`config.mk`:
```
export PLATFORM = sky130hd
export DESIGN_NAME = tbuf_axi_burst_wr
export DESIGN_NICKNAME = d
export VERILOG_FILES = /design/src/rtl/tbm_pkg.sv /design/src/rtl/tbm_wbuf.sv /design/src/rtl/tbm_len_calc.sv /design/src/rtl/tbuf_axi_burst_wr.sv
export SDC_FILE = /design/constraint.sdc
export NUM_CORES = 1
export LEC_CHECK = 0
export BUFFER_PORTS_ARGS = -buffer_cell sky130_fd_sc_hd__buf_2
export CAP_MARGIN = 10
export CORE_AREA = 2 2 189 191
export DETAILED_ROUTE_END_ITERATION = 8
export DIE_AREA = 0 0 191 193
export PLACE_DENSITY = 0.71
export SYNTH_ARGS = -nofsm -noshare
export SYNTH_HDL_FRONTEND = slang
export SYNTH_SLANG_ARGS = --single-unit
```
`constraint.sdc`:
```
create_clock -name clk -period 6.75 [get_ports clk]
set_input_delay 1.35 -clock clk [delete_from_list [all_inputs] [get_ports clk]]
set_output_delay 1.35 -clock clk [all_outputs]
set_load 0.05 [all_outputs]
```
`src/rtl/tbm_pkg.sv`:
```
package tbm_pkg;
    typedef enum logic [2:0] {
        ST_IDLE,
        ST_RUN,
        ST_ADDR,
        ST_DATA,
        ST_RESP
    } tbm_state_e;

    localparam logic [1:0] BURST_INCR = 2'b01;
    localparam int         BEAT_W     = 5;     // holds 1..16 beats
    localparam int         MAX_BEATS  = 16;
    localparam int         PAGE_BYTES = 4096;
endpackage

```
`src/rtl/tbm_wbuf.sv`:
```
module tbm_wbuf #(
    parameter int DATA_W = 32,
    parameter int DEPTH  = 8,
    localparam int PTR_W = (DEPTH > 1) ? $clog2(DEPTH) : 1,
    localparam int CNT_W = $clog2(DEPTH + 1)
) (
    input  logic              clk,
    input  logic              rst_n,
    input  logic              push,
    input  logic [DATA_W-1:0] push_data,
    input  logic              pop,
    output logic [DATA_W-1:0] head,
    output logic [CNT_W-1:0]  fill
);
    typedef struct packed {
        logic [PTR_W-1:0] wp;
        logic [PTR_W-1:0] rp;
        logic [CNT_W-1:0] cnt;
    } wbuf_t;

    wbuf_t q, d;
    logic [DATA_W-1:0] mem [DEPTH];

    always_comb begin
        d = q;
        if (push) d.wp = (q.wp == PTR_W'(DEPTH - 1)) ? '0 : q.wp + 1'b1;
        if (pop)  d.rp = (q.rp == PTR_W'(DEPTH - 1)) ? '0 : q.rp + 1'b1;
        case ({push, pop})
            2'b10:   d.cnt = q.cnt + 1'b1;
            2'b01:   d.cnt = q.cnt - 1'b1;
            default: d.cnt = q.cnt;
        endcase
    end

    always_ff @(posedge clk or negedge rst_n) begin
        if (!rst_n) q <= '0;
        else        q <= d;
    end

    always_ff @(posedge clk) begin
        if (push) mem[q.wp] <= push_data;
    end

    assign head = mem[q.rp];
    assign fill = q.cnt;

    // the push side never writes into a full buffer
    assert_wbuf_no_overflow_R12: assert property (@(posedge clk) disable iff (!rst_n)
        push |-> (q.cnt < CNT_W'(DEPTH)));

    // a data beat is only taken from a non-empty buffer
    assert_wbuf_no_underflow_R9: assert property (@(posedge clk) disable iff (!rst_n)
        pop |-> (q.cnt != '0));
endmodule

```
`src/rtl/tbm_len_calc.sv`:
```
module tbm_len_calc
    import tbm_pkg::*;
#(
    parameter int                ADDR_W    = 32,
    parameter int                DEPTH     = 8,
    parameter int                BYTE_SH   = 2,
    parameter logic [ADDR_W-1:0] BUF_BASE  = 32'h0000_1F00,
    parameter int                BUF_BYTES = 512,
    parameter int                CNT_W     = 4
) (
    input  logic [3:0]        cfg_len,
    input  logic              paged,
    input  logic              stopping,
    input  logic [CNT_W-1:0]  fill,
    input  logic [ADDR_W-1:0] addr,
    output logic              go,
    output logic [BEAT_W-1:0] beats
);
    localparam int                CAP_I   = (DEPTH > MAX_BEATS) ? MAX_BEATS : DEPTH;
    localparam logic [BEAT_W-1:0] CAP_MAX = BEAT_W'(CAP_I);
    localparam logic [ADDR_W-1:0] END_A   = BUF_BASE + ADDR_W'(BUF_BYTES);
    localparam logic [ADDR_W-1:0] PAGE_A  = ADDR_W'(PAGE_BYTES);
    localparam logic [ADDR_W-1:0] PAGE_M  = ADDR_W'(PAGE_BYTES - 1);

    logic [BEAT_W-1:0] prog, cap, room_clip, limit;
    logic [ADDR_W-1:0] room, room_beats;
    logic [15:0]       fill_x, limit_x;

    always_comb begin
        prog = {1'b0, cfg_len} + 1'b1;
        cap  = (prog > CAP_MAX) ? CAP_MAX : prog;

        if (paged) room = PAGE_A - (addr & PAGE_M);
        else       room = END_A - addr;
        room_beats = room >> BYTE_SH;
        room_clip  = (room_beats > ADDR_W'(MAX_BEATS)) ? BEAT_W'(MAX_BEATS)
                                                       : room_beats[BEAT_W-1:0];
        limit   = (room_clip < cap) ? room_clip : cap;
        fill_x  = 16'(fill);
        limit_x = 16'(limit);

        if (stopping) begin
            go    = (fill != '0);
            beats = (fill_x < limit_x) ? BEAT_W'(fill) : limit;
        end else begin
            go    = (fill_x >= limit_x);
            beats = limit;
        end
    end
endmodule

```
`src/rtl/tbuf_axi_burst_wr.sv`:
```
module tbuf_axi_burst_wr
    import tbm_pkg::*;
#(
    parameter int                DATA_W     = 32,
    parameter int                ADDR_W     = 32,
    parameter int                WBUF_DEPTH = 8,
    parameter logic [ADDR_W-1:0] BUF_BASE   = 32'h0000_1F00,
    parameter int                BUF_BYTES  = 512
) (
    input  logic                  clk,
    input  logic                  rst_n,
    input  logic                  capture_en,
    input  logic                  stop_req,
    input  logic [3:0]            cfg_burst_len,
    input  logic [3:0]            cfg_cache,
    input  logic [1:0]            cfg_prot,
    input  logic                  cfg_paged,
    input  logic                  in_valid,
    input  logic [DATA_W-1:0]     in_data,
    output logic                  in_ready,
    output logic                  awvalid,
    input  logic                  awready,
    output logic [ADDR_W-1:0]     awaddr,
    output logic [7:0]            awlen,
    output logic [2:0]            awsize,
    output logic [1:0]            awburst,
    output logic [3:0]            awcache,
    output logic [2:0]            awprot,
    output logic                  wvalid,
    input  logic                  wready,
    output logic [DATA_W-1:0]     wdata,
    output logic [DATA_W/8-1:0]   wstrb,
    output logic                  wlast,
    input  logic                  bvalid,
    output logic                  bready,
    output logic                  idle
);
    localparam int                BYTES = DATA_W / 8;
    localparam int                SZ    = $clog2(BYTES);
    localparam int                CNT_W = $clog2(WBUF_DEPTH + 1);
    localparam logic [ADDR_W-1:0] END_A = BUF_BASE + ADDR_W'(BUF_BYTES);

    typedef struct packed {
        tbm_state_e        state;
        logic [ADDR_W-1:0] addr;
        logic [BEAT_W-1:0] beats;
        logic [BEAT_W-1:0] beat_idx;
        logic [3:0]        len_cfg;
        logic [3:0]        cache;
        logic [1:0]        prot;
        logic              paged;
        logic              stop;
        logic              en_prev;
    } regs_t;

    regs_t q, d;

    logic              push, pop, go;
    logic [CNT_W-1:0]  fill;
    logic [BEAT_W-1:0] calc_beats;
    logic [ADDR_W-1:0] next_addr;
    logic              last_beat;

    tbm_wbuf #(
        .DATA_W (DATA_W),
        .DEPTH  (WBUF_DEPTH)
    ) u_wbuf (
        .clk       (clk),
        .rst_n     (rst_n),
        .push      (push),
        .push_data (in_data),
        .pop       (pop),
        .head      (wdata),
        .fill      (fill)
    );

    tbm_len_calc #(
        .ADDR_W    (ADDR_W),
        .DEPTH     (WBUF_DEPTH),
        .BYTE_SH   (SZ),
        .BUF_BASE  (BUF_BASE),
        .BUF_BYTES (BUF_BYTES),
        .CNT_W     (CNT_W)
    ) u_len (
        .cfg_len  (q.len_cfg),
        .paged    (q.paged),
        .stopping (q.stop),
        .fill     (fill),
        .addr     (q.addr),
        .go       (go),
        .beats    (calc_beats)
    );

    assign last_beat = (q.beat_idx == q.beats - 1'b1);

    always_comb begin
        next_addr = q.addr + (ADDR_W'(q.beats) << SZ);
        if (!q.paged && next_addr == END_A) next_addr = BUF_BASE;
    end

    always_comb begin
        d         = q;
        d.en_prev = capture_en;
        if (q.state != ST_IDLE && stop_req) d.stop = 1'b1;

        case (q.state)
            ST_IDLE: begin
                if (capture_en && !q.en_prev) begin
                    d.state   = ST_RUN;
                    d.addr    = BUF_BASE;
                    d.len_cfg = cfg_burst_len;
                    d.cache   = cfg_cache;
                    d.prot    = cfg_prot;
                    d.paged   = cfg_paged;
                    d.stop    = 1'b0;
                end
            end
            ST_RUN: begin
                if (go) begin
                    d.beats = calc_beats;
                    d.state = ST_ADDR;
                end else if (q.stop && fill == '0) begin
                    d.state = ST_IDLE;
                end
            end
            ST_ADDR: begin
                if (awready) begin
                    d.state    = ST_DATA;
                    d.beat_idx = '0;
                end
            end
            ST_DATA: begin
                if (wready) begin
                    d.beat_idx = q.beat_idx + 1'b1;
                    if (last_beat) begin
                        d.state = ST_RESP;
                        d.addr  = next_addr;
                    end
                end
            end
            ST_RESP: begin
                if (bvalid) d.state = ST_RUN;
            end
            default: d.state = ST_IDLE;
        endcase
    end

    always_ff @(posedge clk or negedge rst_n) begin
        if (!rst_n) q <= '0;
        else        q <= d;
    end

    assign in_ready = (q.state != ST_IDLE) && !q.stop && (fill < CNT_W'(WBUF_DEPTH));
    assign push     = in_valid && in_ready;
    assign awvalid  = (q.state == ST_ADDR);
    assign awaddr   = q.addr;
    assign awlen    = 8'(q.beats - 1'b1);
    assign awsize   = 3'(SZ);
    assign awburst  = BURST_INCR;
    assign awcache  = q.cache;
    assign awprot   = {1'b0, q.prot};
    assign wvalid   = (q.state == ST_DATA);
    assign wstrb    = {BYTES{1'b1}};
    assign wlast    = last_beat;
    assign pop      = wvalid && wready;
    assign bready   = (q.state == ST_RESP);
    assign idle     = (q.state == ST_IDLE);

    // stalled address channel keeps VALID and payload
    assert_aw_hold_R8: assert property (@(posedge clk) disable iff (!rst_n)
        awvalid && !awready |=> awvalid && $stable(awaddr) && $stable(awlen)
                                && $stable(awcache) && $stable(awprot));

    // stalled data channel keeps VALID, data and WLAST
    assert_w_hold_R8: assert property (@(posedge clk) disable iff (!rst_n)
        wvalid && !wready |=> wvalid && $stable(wdata) && $stable(wlast));

    // burst length never exceeds the buffer depth
    assert_len_clamp_R2: assert property (@(posedge clk) disable iff (!rst_n)
        awvalid |-> (int'(awlen) < WBUF_DEPTH));

    // the buffer holds every beat of a burst before it is announced
    assert_aw_backed_R3: assert property (@(posedge clk) disable iff (!rst_n)
        awvalid |-> (int'(fill) > int'(awlen)));

    // after the last beat the block waits for the response, no new address
    assert_one_burst_R7: assert property (@(posedge clk) disable iff (!rst_n)
        wvalid && wready && wlast |=> bready && !awvalid && !wvalid);

    // idle means no traffic and no intake
    assert_idle_quiet_R11: assert property (@(posedge clk) disable iff (!rst_n)
        idle |-> !awvalid && !wvalid && !in_ready);
endmodule

```
* Yosys cells after proc, flatten, opt, wreduce, memory -nomap -nowiden
Memories as Yosys holds them, arrays and structs flattened.
Index checks and enable logic that the tools add are counted.
** Storage, ports and cells
- Register bits after elaboration :: 68
- RAM bits :: 256
- Logic and storage cells :: 98
- Memories kept :: 1
** Operators by class
- Add/subtract/negate cells :: 11
- Order comparisons :: 6
- Equal/unequal tests :: 16
- Multiplexer cells :: 28
- Reduce and logical (&&, ||, !) cells :: 23
** Memories
- u_wbuf.mem :: depth 8, width 32, rd ports 1, clocked after memory_dff 0, write ports 1, line tbm_wbuf.sv:22 : logic [DATA_W-1:0] mem [DEPTH];
** Operators with widths (number)
- $mux 35 :: 3
- $mux 32 :: 2
- $pmux 32 s2 :: 1
- $mux 5 :: 7
- $add 32x7->32 :: 1
- $eq 32x14->1 const B :: 1
- $sub 14x32->32 const A :: 1
- $gt 30x5->1 const B :: 1
- $mux 3 :: 6
- $pmux 3 s5 :: 1
- $sub 13x12->14 const A :: 1
- $pmux 5 s2 :: 1
- $eq 3x3->1 const B :: 3
- $logic_and 1x1->1 :: 8
- $ne 2x1->1 const B :: 4
- $pmux 4 s2 :: 1
- $add 3x1->3 const B :: 2
- $eq 3x2->1 const B :: 2
- $mux 1 :: 6
- $reduce_and 6->1 :: 1
- $reduce_bool 2->1 :: 3
- $sub 5x1->6 const B :: 1
- $add 4x1->5 const B :: 1
- $add 5x1->5 const B :: 1
- 22 further kinds :: 25

* Logic depth before layout (Yosys ltp)
- Depth in word-level cells :: 10
- Gate-level depth with buffers :: 27
- Gate-level depth less buffers :: 26

* Modules after synthesis
A second synthesis with hierarchy kept.
** Second synthesis, totals
- Cell total of the unflattened synthesis :: 1104
- Area total of the unflattened synthesis :: 15631.2 µm²
** By module, submodules not included
- tbm_wbuf :: times used 1, cells each 428, area each 10217.3 µm², seq. area each 7937.6 µm²
- tbuf_axi_burst_wr :: times used 1, cells each 499, area each 4172.8 µm², seq. area each 1401.3 µm²
- tbm_len_calc :: times used 1, cells each 177, area each 1241.2 µm², seq. area each 0.0 µm²

* Least setup slack after synthesis
OpenSTA, ideal clock, no wires.
- Path kind :: register -> register
- From :: reg q[56] (netlist bit)
- To :: mem u_wbuf.mem[0][0], enable pin
- Arrival :: 5.720 ns
- Required time :: 6.248 ns
- Path slack :: 0.528 ns
- Stages on the path, launching flop included :: 6
- Path buffers :: 1
- Cell sequence :: dfrtp_1 -> clkbuf_1 -> nor3_1 -> nor3_1 -> nand2_1 -> nor4_1
** On the way
- Cells in the longest elaborated chain, start to end :: 6
** Ends and longest elaborated chain
- start, declared :: line tbuf_axi_burst_wr.sv:56 : regs_t q, d;
- start signal, assigned :: line tbuf_axi_burst_wr.sv:149 : if (!rst_n) q <= '0;
- start signal, assigned :: line tbuf_axi_burst_wr.sv:150 : else q <= d;
- $reduce_bool 3->1 :: line tbuf_axi_burst_wr.sv:153 : assign in_ready = (q.state != ST_IDLE) && !q.stop && (fill < CNT_W'(WBUF_DEPTH));
- $logic_and 1x1->1 (2 in series) :: line tbuf_axi_burst_wr.sv:153
- net in_ready :: line tbuf_axi_burst_wr.sv:20 : output logic in_ready,
- $logic_and 1x1->1 :: line tbuf_axi_burst_wr.sv:154 : assign push = in_valid && in_ready;
- $mux 1 :: line tbm_wbuf.sv:41 : if (push) mem[q.wp] <= push_data;
- $mux 1 (not written as such) :: line tbm_wbuf.sv:41
- end, declared :: line tbm_wbuf.sv:22
The timed path passes the listed nets, and every way through them passes these cells.

* Worst setup path in the final report
- From :: reg q, in the netlist awaddr[12]
- To :: reg q[21] (netlist bit)
** On the way
- Cells in the longest elaborated chain, start to end :: 9
** Ends and longest elaborated chain
- $sub 14x32->32 * :: line tbm_len_calc.sv:34 : else room = END_A - addr;
- $mux 32 * :: line tbm_len_calc.sv:33 : if (paged) room = PAGE_A - (addr & PAGE_M);
- $gt 30x5->1 * :: line tbm_len_calc.sv:36 : room_clip = (room_beats > ADDR_W'(MAX_BEATS)) ? BEAT_W'(MAX_BEATS)
- $mux 5 * :: line tbm_len_calc.sv:36
- $lt 5x5->1 :: line tbm_len_calc.sv:38 : limit = (room_clip < cap) ? room_clip : cap;
- $mux 5 * :: line tbm_len_calc.sv:38
- $lt 4x5->1 or $ge 4x5->1 (tied branches) :: line tbm_len_calc.sv:44, tbm_len_calc.sv:46
- $mux 5 or $mux 1 (tied branches) :: line tbm_len_calc.sv:44, tbm_len_calc.sv:42
- $mux 5 or $reduce_and 2->1 (tied branches)
Every way passes the cells marked *; elsewhere a longest branch is shown, timed or not.
A chain may end at the register's enable or synchronous reset.

==> impl_metrics.csv <==
group,metric,value,unit
timing,worst-slew-pin-transition,1.03,ns
die,placeableCoreArea,0.0350,mm2
global_routing,grt.overflow.total,0,
logic_synthesis,synth_top_flop_cell,"edfxtp_1",
critical_path,worst-endpoint-arrival,6.70,ns
die,die_w,191,um
timing,slew_headroom,0.315,
clocking,clk_root_buffer_cell,"clkbuf_16",
timing,setup_total_negative_slack,0,ns
critical_path,cp_max_fo,9,
clocking,tritoncts,"yes",
layout,layout-drive-gt1-share,0.296,
critical_path,worst_path_largest_cell_delay,0.53,ns
clocking,cts.repair_timing.setup_buffer_count,0,
clocking,clock_sink_count,322,
critical_path,critPathRequiredTime,7.16,ns
critical_path,critical_path.endpoint_type,"register",
layout,finalCoreUtilization,0.497,
critical_path,critPathSlowestCell,"o41a_1",
logic_synthesis,ys_async_sr_fraction,0.205,
power,p_seq_frac,0.363,
placement,gp_routability_congestion,0.876,
logic_synthesis,synth-adder-area-share,0.0229,
timing,hold_viol,0,
logic_synthesis,synth_xor_area_frac,0.0182,
routing,via_count_normalized_by_instance_count,5.60,
critical_path,wp_buf_inv,1,
clocking,hold_buffers,0,
logic_synthesis,synth.cells.most_frequent,"256 x edfxtp_1, 70 x nand2_1, 66 x dfrtp_1",
critical_path,path_delay_family,"compound AO/OA/AOI/OAI gates",
timing,finalSetupViolations,0,
logic_synthesis,synth_top_cell_by_area,"edfxtp_1",
placement,placed_wire_length_estimate_after_detailed_placement,20600,um
routing,drc_errors,0,
die,ios,145,
die,die_area,0.0369,mm2
timing,fin_crit_sh,0.932,
timing,rsz0062_at_grt,"false",
outcome,run_status,"finished, final reports clean",
critical_path,timing_worst_setup_path_type,"reg -> reg",
power,power.total,7.15,mW
timing,final_max_slew_viol_count,0,
logic_synthesis,ys_seq_area_frac,0.606,
worst_hold_path,min-delay-path-class,"reg -> reg",
timing,finalClockSkew,0.0184,ns
die,placement_rows,69,
power,clock_power_share,0.254,
global_routing,grt_max_degree,67,
timing,final_critical_path_setup_slack,0.462,ns
placement,detailedPlace.worstSlack,0.226,ns
clocking,cts.path.max_buffers,3,
logic_synthesis,synth_area_leaders,"edfxtp_1 50%, dfrtp_1 11%, mux4_2 9.4%",
logic_synthesis,synth-edff-count,256,
logic_synthesis,average_instance_area_after_synthesis,14.3,um2
routing,dr.first_iter.drc_count,696,
placement,portBuffers,132,
power,static-leakage-power,6.43,nW
layout,areaGrowthSynthToFinish,12.8,%
logic_synthesis,synth.most_common_cell,"edfxtp_1",
logic_synthesis,muxShareOfSynthArea,0.137,
routing,drt_pass1_iterations,5,
logic_synthesis,ys_types,82,
timing,worst_hold_slack,0.502,ns
clocking,cts-htree-levels,2,
global_routing,first_global_vias,9257,
critical_path,crit_chain,"o41a_1 -> or4_1 -> nor4b_1 -> mux2_2 -> a221oi_2 -> o2111ai_1 -> nor2_2 -> and2_1 -> ha_1 -> o21a_1 -> o21ai_0 -> a21oi_1 -> a211oi_2 -> and2_1 -> a32o_1 -> inv_1 -> ha_1 -> a21o_1 -> a21oi_1 -> o21ai_0 -> a31oi_2 -> mux2_2",
global_routing,grt_pass1_wl,51500,um
die,initial_core_util,0.441,
clocking,cts_made_buffers,35,
logic_synthesis,synth_area,0.0154,mm2
routing,detail_route.wirelength,33000,um
logic_synthesis,postSynthCellCount,1074,
routing,antenna_violating_nets_post_route,0,
power,switching_share,0.388,
logic_synthesis,postSynthRegisterBits,322,
routing,route.detailed.wl_per_inst,19.9,um
power,p_int,4.38,mW
power,switchingPower,2.78,mW
timing,achievable-frequency,159,MHz
power,vdd.ir_drop.worst,0.418,mV
die,die_height,193,um
timing,finalCriticalPeriod,6.29,ns
power,power.combinational.fraction,0.383,
logic_synthesis,synth-compound-area-share,0.0727,
power,power_per_cell_area,411,mW/mm2
logic_synthesis,synthSimpleGateAreaFrac,0.0942,
run,timing.max_cap.violations,0,
routing,dr_total_vias,9281,
clocking,path_clk_slew,0.06,ns
global_routing,grt_use_total,0.180,
logic_synthesis,synth_top_family_by_area,"multiplexers",
layout,finalNetCount,1247,
global_routing,antenna_found_initial,2,
logic_synthesis,synthesis_warning_total,0,
clocking,worst_skew_pair.late_latency,0.54,ns
logic_synthesis,synthDominantCellAreaShare,0.499,
critical_path,worstSetupStartpointType,"register",
==> cell usage in the layout (no fill, tap or decap), types with 7 or more instances in the layout <==
cell type,count
clkinv_1,7
nand3_1,25
nor3_1,31
ha_1,25
o21ai_0,32
xor2_1,12
clkbuf_1,9
clkbuf_16,35
buf_4,24
conb_1,13
a31oi_1,8
edfxtp_1,256
a21o_1,10
or3_1,9
inv_1,26
nor2_1,50
a211o_1,8
nand2b_1,8
nand2_1,70
mux4_2,64
nor4_1,10
a21oi_1,31
mux2i_1,8
and2_1,13
buf_2,132
dfrtp_1,63
mux2_2,49
xnor2_1,20
==> repair_timing <==
action / in CTS / in global routing
endpoints found under the setup margin: 0 / 6
gates resized for setup: 0 / 2
endpoints found under the hold margin: 0 / 0
==> flip-flops by register name, summed over array words and instances (netlist names) <==
name         flops
awaddr          30
q               20
awcache          4
u_wbuf.fill      4
u_wbuf.q         6
awprot           2
u_wbuf.mem     256
==> power by group through the flow <==
stage | Sequential, mW | Combinational [mW] | Clock, mW
5_1_grt | 2.64 | 2.94 | 1.93
3_5_place_dp | 2.64 | 2.74 | 0
2_1_floorplan | 2.40 | 2.41 | 0
3_3_place_gp | 2.63 | 2.70 | 0
6_report | 2.60 | 2.74 | 1.81
4_1_cts | 2.60 | 2.75 | 1.85
==> layer usage <==
| metal | GRT usage | vias to the layer above | part of all wire |
|---|---|---|---|
| met5 | 0 | - | 0.00039 |
| met4 | 0.0417 | 2 | 0.015 |
| met3 | 0.0304 | 46 | 0.060 |
| met2 | 0.306 | 278 | 0.49 |
| met1 | 0.245 | 4673 | 0.43 |
| li1 | - | 4282 | - |
==> cell type report <==
class	count	area [um2]
well taps	461	577
clock inverters	18	174
flip-flops and latches	322	9350
diodes	1	2.50
clock buffers	44	910
repair buffers	156	841
inverters	27	101
fillers	2947	17600
multi-input cells	627	5440
==> metrics by stage <==
stage          cell area [um2]  instances
2_1_floorplan            15400       1085
3_3_place_gp             16300       1593
3_5_place_dp             16300       1593
4_1_cts                  17400       1655
5_1_grt                  17400       1656
6_report                 17400       1656
==> path summary, 6_finish.rpt <==
check	depth (start not counted)	slack [ns]	from	endpoint
max reg2reg	22	0.46	awaddr[12]$_DFFE_PN0P_	q[21]$_DFFE_PN0P_
min	1	0.50	awcache[2]$_DFFE_PN0P_	awcache[2]$_DFFE_PN0P_
min in group asynchronous	2	1.03	rst_n	awaddr[8]$_DFFE_PN0P_
min reg2reg	1	0.50	awcache[2]$_DFFE_PN0P_	awcache[2]$_DFFE_PN0P_
max	22	0.46	awaddr[12]$_DFFE_PN0P_	q[21]$_DFFE_PN0P_
max in group asynchronous	2	5.00	rst_n	u_wbuf.q[4]$_DFFE_PN0P_
==> cells by family after synthesis <==
group / after synthesis
DFF: 322
and+or+nand+nor: 276
AOI/OAI and AO/OA: 155
buffers and inverters: 136
muxes: 124
xor gates and xnor gates: 32
adders and majority gates: 27
other: 2
Note: power is estimated with default switching activity, not from simulation.
